$ cat src/rtl/sar_rd_pkg.sv
package sar_rd_pkg;

  // Frame sequencer states
  typedef enum logic [1:0] {
    ST_IDLE,   // select high, waiting for a trigger
    ST_SETUP,  // select low, serial clock still high
    ST_RUN,    // serial clock toggling, bits arriving
    ST_GAP     // select high, converter acquiring
  } rd_state_e;

  // Slots ahead of the result MSB: high-impedance slot and leading zero
  localparam int LEAD_SLOTS = 2;

endpackage

$ cat src/rtl/sar_rd_tick.sv
// Phase timer: pulses tick on the last system clock of each serial half period.
module sar_rd_tick #(
  parameter int HALF = 2
) (
  input  logic clk,
  input  logic rst,
  input  logic run,
  output logic tick
);
  localparam int W = (HALF > 1) ? $clog2(HALF) : 1;
  localparam logic [W-1:0] LAST = W'(HALF - 1);

  logic [W-1:0] cnt;

  assign tick = run && (cnt == LAST);

  always_ff @(posedge clk) begin
    if (rst || !run) begin
      cnt <= '0;
    end else if (tick) begin
      cnt <= '0;
    end else begin
      cnt <= cnt + 1'b1;
    end
  end
endmodule

$ cat src/rtl/sar_rd_capture.sv
// Shift register for result bits, plus left alignment of a short result.
module sar_rd_capture #(
  parameter int RES_W = 16,
  parameter int NB_W  = 5
) (
  input  logic             clk,
  input  logic             rst,
  input  logic             clr,
  input  logic             shift,
  input  logic             sdi,
  input  logic [NB_W-1:0]  nbits,
  output logic [RES_W-1:0] word_o
);
  logic [RES_W-1:0] sh;
  logic [RES_W-1:0] nxt;

  assign nxt = {sh[RES_W-2:0], sdi};

  // Only valid in the cycle of the final shift; moves the N bits to the top
  always_comb begin
    word_o = nxt << (RES_W - int'(nbits));
  end

  always_ff @(posedge clk) begin
    if (rst || clr) begin
      sh <= '0;
    end else if (shift) begin
      sh <= nxt;
    end
  end
endmodule

$ cat src/rtl/sar_rd_ctrl.sv
module sar_rd_ctrl #(
  parameter int RES_W    = 16,
  parameter int DIV_HALF = 2,
  parameter int GAP_PER  = 3
) (
  input  logic                         clk,
  input  logic                         rst,
  input  logic                         trig,
  input  logic [$clog2(RES_W+1)-1:0]   nbits,
  input  logic                         sdi,
  output logic                         cs_n,
  output logic                         sclk,
  output logic                         busy,
  output logic                         rd_valid,
  output logic [RES_W-1:0]             rd_data,
  output logic [$clog2(RES_W+1)-1:0]   rd_nbits
);
  import sar_rd_pkg::*;

  localparam int NB_W     = $clog2(RES_W + 1);
  localparam int EDGES    = RES_W + LEAD_SLOTS;
  localparam int EDGE_W   = $clog2(EDGES + 1);
  localparam int GAP_CLKS = GAP_PER * 2 * DIV_HALF;
  localparam int GAP_W    = $clog2(GAP_CLKS + 1);

  rd_state_e         state;
  logic [NB_W-1:0]   nlat;
  logic [EDGE_W-1:0] edge_cnt;
  logic [GAP_W-1:0]  gap_cnt;
  logic [NB_W-1:0]   n_req;
  logic              tick;
  logic              rise_now;
  logic              last_edge;
  logic              shift_en;
  logic              start;
  logic [RES_W-1:0]  word;

  // Out-of-range requests fall back to a full-length frame
  assign n_req = ((nbits == '0) || (int'(nbits) > RES_W)) ? NB_W'(RES_W) : nbits;

  assign start     = (state == ST_IDLE) && trig;
  assign rise_now  = (state == ST_RUN) && tick && !sclk;
  assign last_edge = rise_now &&
                     (edge_cnt == (EDGE_W'(nlat) + EDGE_W'(LEAD_SLOTS - 1)));
  assign shift_en  = rise_now && (edge_cnt >= EDGE_W'(LEAD_SLOTS));

  sar_rd_tick #(.HALF(DIV_HALF)) u_tick (
    .clk  (clk),
    .rst  (rst),
    .run  ((state == ST_SETUP) || (state == ST_RUN)),
    .tick (tick)
  );

  sar_rd_capture #(.RES_W(RES_W), .NB_W(NB_W)) u_cap (
    .clk    (clk),
    .rst    (rst),
    .clr    (start),
    .shift  (shift_en),
    .sdi    (sdi),
    .nbits  (nlat),
    .word_o (word)
  );

  always_ff @(posedge clk) begin
    if (rst) begin
      state    <= ST_IDLE;
      cs_n     <= 1'b1;
      sclk     <= 1'b1;
      busy     <= 1'b0;
      rd_valid <= 1'b0;
      rd_data  <= '0;
      rd_nbits <= '0;
      nlat     <= '0;
      edge_cnt <= '0;
      gap_cnt  <= '0;
    end else begin
      rd_valid <= 1'b0;
      unique case (state)
        ST_IDLE: begin
          if (trig) begin
            state    <= ST_SETUP;
            cs_n     <= 1'b0;
            busy     <= 1'b1;
            nlat     <= n_req;
            edge_cnt <= '0;
          end
        end
        ST_SETUP: begin
          if (tick) begin
            sclk  <= 1'b0;
            state <= ST_RUN;
          end
        end
        ST_RUN: begin
          if (tick) begin
            if (sclk) begin
              sclk <= 1'b0;
            end else begin
              sclk     <= 1'b1;
              edge_cnt <= edge_cnt + 1'b1;
              if (last_edge) begin
                cs_n     <= 1'b1;
                rd_valid <= 1'b1;
                rd_data  <= word;
                rd_nbits <= nlat;
                gap_cnt  <= '0;
                state    <= ST_GAP;
              end
            end
          end
        end
        ST_GAP: begin
          if (gap_cnt == GAP_W'(GAP_CLKS - 1)) begin
            state <= ST_IDLE;
            busy  <= 1'b0;
          end else begin
            gap_cnt <= gap_cnt + 1'b1;
          end
        end
        default: state <= ST_IDLE;
      endcase
    end
  end
endmodule

$ cat config.mk
export PLATFORM = sky130hd
export DESIGN_NAME = sar_rd_ctrl
export DESIGN_NICKNAME = d
export VERILOG_FILES = /design/src/rtl/sar_rd_pkg.sv /design/src/rtl/sar_rd_tick.sv /design/src/rtl/sar_rd_capture.sv /design/src/rtl/sar_rd_ctrl.sv
export SDC_FILE = /design/constraint.sdc
export NUM_CORES = 1
export LEC_CHECK = 0
export CAP_MARGIN = 20
export CORE_ASPECT_RATIO = 1.2
export CORE_UTILIZATION = 60
export CTS_CLUSTER_SIZE = 16
export DETAILED_ROUTE_END_ITERATION = 6
export DONT_BUFFER_PORTS = 1
export GPL_ROUTABILITY_DRIVEN = 0
export PLACE_DENSITY = 0.76
export SYNTH_ARGS = -nofsm -noshare
export SYNTH_HDL_FRONTEND = slang
export SYNTH_SLANG_ARGS = --single-unit
$ cat constraint.sdc
create_clock -name clk -period 8 [get_ports clk]
set_input_delay 0.4 -clock clk [delete_from_list [all_inputs] [get_ports clk]]
set_output_delay 0.4 -clock clk [all_outputs]
set_load 0.005 [all_outputs]
# ---- Yosys cells after proc, flatten, opt, wreduce, memory -nomap -nowiden
# Cells that the tools add are included.
dict set report op_classes {
  n_shift 1
  reduce_logical 28
  bitwise 3
  addsub 5
  magnitude_cmp 2
  eq_ne 12
  n_mux 30
}
# operator count
set op_table {}
lappend op_table {{$shl A16 B32 Y16} 1}
lappend op_table {{$mux W5} 4}
lappend op_table {{$mux W4} 4}
lappend op_table {{$ne A2 B2 Y1 const B} 7}
lappend op_table {{$mux W2} 6}
lappend op_table {{$add A5 B1 Y5 const B} 2}
lappend op_table {{$mux W1} 10}
lappend op_table {{$pmux W5 S2} 1}
lappend op_table {{$reduce_and A5 Y1} 2}
lappend op_table {{$pmux W2 S4} 1}
lappend op_table {{$pmux W4 S2} 1}
lappend op_table {{$reduce_and A4 Y1} 2}
lappend op_table {{$reduce_bool A2 Y1} 4}
lappend op_table {{$logic_and A1 B1 Y1} 6}
lappend op_table {{$pmux W1 S2} 3}
lappend op_table {{$reduce_and A3 Y1} 2}
lappend op_table {{$reduce_and A6 Y1} 1}
lappend op_table {{$sub A5 B5 Y6 const A} 1}
lappend op_table {{$eq A5 B5 Y1} 1}
lappend op_table {{$ge A5 B2 Y1 const B} 1}
lappend op_table {{$gt A5 B5 Y1 const B} 1}
lappend op_table {{$logic_not A5 Y1} 1}
lappend op_table {{$add A4 B1 Y4 const B} 1}
lappend op_table {{$eq A2 B2 Y1 const B} 2}
lappend op_table {{10 further kinds} 16}
dict set report totals {
  regBits 57
  out_inout_bits 25
}

# ---- Logic depth before layout (Yosys ltp)
dict set report logic_depth {
  word_depth 10
  depth_mapped 11
}

# ---- Modules after synthesis
# A second synthesis with hierarchy kept.
dict set report unflattened {
  hier_cells 422
  area_unflattened_um2 3612.2
}
# module area_each_um2 cells_per_inst n_inst
set modules_own_cells {}
lappend modules_own_cells {sar_rd_ctrl 2035.7 245 1}
lappend modules_own_cells {sar_rd_capture 1536.5 174 1}
lappend modules_own_cells {sar_rd_tick 40.0 3 1}

# ---- Least setup slack after synthesis
# Ideal clock, no wire load.
dict set report synth_path {
  kind {reg-to-reg}
  from {register nlat[0]}
  to {register rd_data[14]}
  path_stages_with_launch 11
  t_required_ps 7883
  arrival_ps 2425
  slack_ps 5458
  setup_ps 117
  cell_sequence {dfxtp_1 -> buf_2 -> inv_2 -> ha_1 -> buf_2 -> mux2_2 -> mux2_2 -> a22o_1 -> nand2_1 -> o41ai_1 -> a22o_1}
}
dict set report synth_between {
  elab_chain_cells 4
  word_cells_on_any_way 6
}
# item line_no
set synth_rtl {}
lappend synth_rtl {{from (decl)} sar_rd_ctrl.sv:27} ;# logic [NB_W-1:0] nlat;
lappend synth_rtl {{from (signal assigned)} sar_rd_ctrl.sv:84} ;# nlat <= n_req;
lappend synth_rtl {{parallel branches: the longest is 4 deep, another holds $sub A5 B5 Y6} --}
lappend synth_rtl {{to (signal assigned)} sar_rd_ctrl.sv:104} ;# rd_data <= word;
lappend synth_rtl {{to (decl)} sar_rd_ctrl.sv:15} ;# output logic [RES_W-1:0] rd_data,
# Parallel ways; which one is timed is not known.
# A chain may end at the register's enable or synchronous reset.

# ---- Worst setup path in the final report
dict set report layout_path {
  from {register nlat[0]}
  to {register rd_data[12]}
}
# The elaborated chain is that of the path after synthesis.

==> impl_metrics.py <==
metrics = {
    "route": {
        "drt-total-wl_um": 6980,
        "antenna_left": 0,
        "drt_first_iter_violations": 216,
        "firstDrtPassIters": 4,
        "vias": 2563,
        "drt-vias-per-instance": 6.19,
        "drc": 0,
        "detail_route.wl_per_cell_um": 16.9,
    },
    "floorplanning": {
        "io_pins": 34,
        "row_count": 28,
        "die_height_um": 81.7,
        "die_x_um": 68.4,
        "initial_utilization_pct": 63.4,
        "die_area_mm2": 0.00559,
        "core_area_mm2": 0.00501,
    },
    "global_route": {
        "grt_pass1_wl_um": 11200,
        "grt_remaining_overflow": 0,
        "grt.total_usage_pct": 27.4,
        "grt_pass1_vias": 2434,
        "antenna_found_initial": 0,
        "grt_max_degree": 29,
    },
    "yosys": {
        "seq_area_frac_synth_pct": 35.9,
        "synthSimpleGateAreaFrac_pct": 19.9,
        "ys_seq_elements": 57,
        "synth-compound-area-share_pct": 16.9,
        "synthCells": 361,
        "yosys.cell_types.count": 58,
        "synthMuxAreaShare_pct": 13.9,
        "netlist_area_mm2": 0.00318,
        "synthesis.nets": 380,
        "synth_adder_area_share_pct": 3.94,
        "synthArstFlopShare_pct": 0,
        "synth_edf_count": 0,
        "synth-xor-area-share_pct": 4.61,
        "syn_area_per_cell_um2": 8.80,
        "yosysWarnings": 0,
        "synth_top_family_by_area": "simple AND/OR/NAND/NOR gates",
        "ys.flop_type": "dfxtp_1",
    },
    "sta": {
        "layout_min_cycle_time_ns": 3.76,
        "tns_ns": 0,
        "slew_viol_final": 0,
        "hold_viol": 0,
        "max_freq_mhz": 266,
        "period_share_pct": 47.0,
        "max_slew.worst_pin.slew_ns": 1.03,
        "setup_violations": 0,
        "rsz0062_at_grt": "no",
        "relSlewSlack_pct": 30.9,
        "skew_ns": 0.00791,
    },
    "power_and_ir_drop": {
        "vdd_drop_max_uv": 173,
        "clkPwrFrac_pct": 32.9,
        "p_int_mw": 0.543,
        "swShare_pct": 34.0,
        "power.total_mw": 0.822,
        "p_sw_mw": 0.279,
        "p_per_area_mw_per_mm2": 246,
        "combPwrFrac_pct": 27.3,
        "leakage_nw": 1.40,
        "seq_power_share_pct": 39.8,
    },
    "clock_tree": {
        "tritoncts": "built",
        "cts.path.max_buffers": 2,
        "cts_buffers": 9,
        "clock_sinks": 57,
        "cts_resized": 0,
        "cts_setup_buffers": 0,
        "clk-insertion-delay-late_ns": 0.34,
        "clk_pin_slew_ns": 0.06,
        "hold_buffers": 0,
        "clockRootBuffer": "clkbuf_8",
        "h-tree-depth": 3,
    },
    "cells_and_area": {
        "final_cell_mix": "57 x dfxtp_1, 54 x nor2_1, 33 x mux2i_1, 27 x a21oi_1, 17 x nand2_1",
        "final_nets": 369,
        "layout_commonest_cell": "dfxtp_1",
        "area_growth_pct": 5.08,
        "diodes": 0,
        "drive_above_1_share_pct": 10.2,
    },
    "place": {
        "numPortBuffers": 0,
        "dpl.hpwl_um": 5040,
    },
    "worst_setup_path": {
        "worst_setup_path_start_kind": "flop",
        "critPathCaptureType": "flop",
        "critPathKind": "flop to flop",
        "critPathArrivalTime_ns": 4.00,
        "crit_required_ns": 8.24,
        "critPathMaxFanout": 24,
    },
    "worst_hold_path": {
        "hold_class": "primary input to flop",
    },
    "flow_run": {
        "max_cap_violations": 0,
    },
    "run_status": {
        "status": "completed",
    },
}
[path summary, 6_finish.rpt]
kind | startpoint | endpoint | slack (ns) | depth (start not counted)
hold / removal | rst | rd_data[2] | 0.12 | 1
setup / recovery | nlat[0] | rd_data[12] | 4.24 | 7
setup reg to reg | nlat[0] | rd_data[12] | 4.24 | 7
hold reg to reg | rd_data[3] | rd_data[3] | 0.47 | 2
[layer usage]
| layer | up-vias | global-route usage, % | routed length (um) |
|---|---|---|---|
| li1 | 1278 | - | - |
| met1 | 1194 | 30.4 | 2910 |
| met2 | 70 | 45.9 | 3550 |
| met3 | 21 | 7.36 | 312 |
| met4 | 0 | 16.5 | 201 |
| met5 | - | 0 | 0 |
[state kept, by name (all words and copies together) (netlist names), 2 cells and up]
register and count:
edge_cnt 5, gap_cnt 4, nlat 5, rd_data 16, rd_nbits 5, state 2
u_cap.sh 15
[cell usage after synthesis, types with 2 or more instances]
| library cell | instances | area, um^2 |
|---|---|---|
| nand4_1 | 3 | 18.8 |
| inv_1 | 9 | 33.8 |
| or3_1 | 2 | 12.5 |
| nor3b_1 | 8 | 60.1 |
| o21ai_0 | 8 | 40.0 |
| a31oi_1 | 2 | 12.5 |
| o32ai_1 | 2 | 17.5 |
| mux2i_1 | 33 | 330 |
| a21o_1 | 3 | 22.5 |
| a22o_1 | 6 | 52.6 |
| nand3_1 | 13 | 65.1 |
| a32o_1 | 3 | 30.0 |
| a21oi_1 | 27 | 135 |
| a211oi_1 | 4 | 30.0 |
| buf_6 | 3 | 33.8 |
| nor3_1 | 7 | 35.0 |
| nand2b_1 | 2 | 12.5 |
| and2_1 | 2 | 12.5 |
| o2bb2ai_1 | 2 | 17.5 |
| clkbuf_1 | 10 | 37.5 |
| xnor2_1 | 4 | 35.0 |
| a31o_2 | 2 | 17.5 |
| buf_2 | 9 | 45.0 |
| mux2_2 | 8 | 90.1 |
| o41ai_1 | 3 | 26.3 |
| dfxtp_1 | 57 | 1140 |
| xnor2_2 | 2 | 32.5 |
| xor2_1 | 9 | 78.8 |
| or4_1 | 3 | 22.5 |
| nor2_1 | 54 | 203 |
| nor2b_1 | 6 | 37.5 |
| nand2_1 | 17 | 63.8 |
| ha_1 | 10 | 125 |
| a22oi_1 | 4 | 30.0 |
[logic make-up after synthesis]
kind of cell,after synthesis
XOR/XNOR,15
buffers and inverters,32
flip-flops,57
multiplexers,42
AND/OR/NAND/NOR,127
AO/OA/AOI/OAI,78
adder cells (fa/ha/maj),10
[through the flow]
stage	setup slack [ns]	hold WS [ns]	utilization, %	area, um^2	cells
4_1_cts	4.27	0.107	66.6	3340	414
3_3_place_gp	4.42	0.459	62.7	3140	399
5_1_grt	4.02	0.113	66.6	3340	414
3_5_place_dp	4.28	0.461	62.7	3140	399
2_1_floorplan	5.46	0.448	-	3180	361
6_report	4.24	0.122	66.6	3340	414
[worst max-delay path: stages, from the launching register on]
cell and delay (ns):
dfxtp_1 0.96, inv_2 0.24, ha_1 0.86, xnor2_1 0.23, nand3_2 0.20, or3_1 0.63
and2_4 0.30, a22o_1 0.23
[power by group through the flow]
stage | Sequential (mW) | Clock [mW] | Combinational, mW
detailed placement | 0.333 | 0 | 0.221
CTS | 0.327 | 0.275 | 0.222
floorplan | 0.320 | 0 | 0.195
global route | 0.331 | 0.286 | 0.249
global placement | 0.333 | 0 | 0.216
finish | 0.327 | 0.270 | 0.224
[final cells by class]
type,instances,area [um^2]
clock buffers,12,155
clock inverters,3,40.0
fillers,421,1670
inverters,10,37.5
multi-input cells,272,1890
flip-flops and latches,57,1140
well taps,60,75.1
Note: power is estimated with default switching activity, not from simulation.
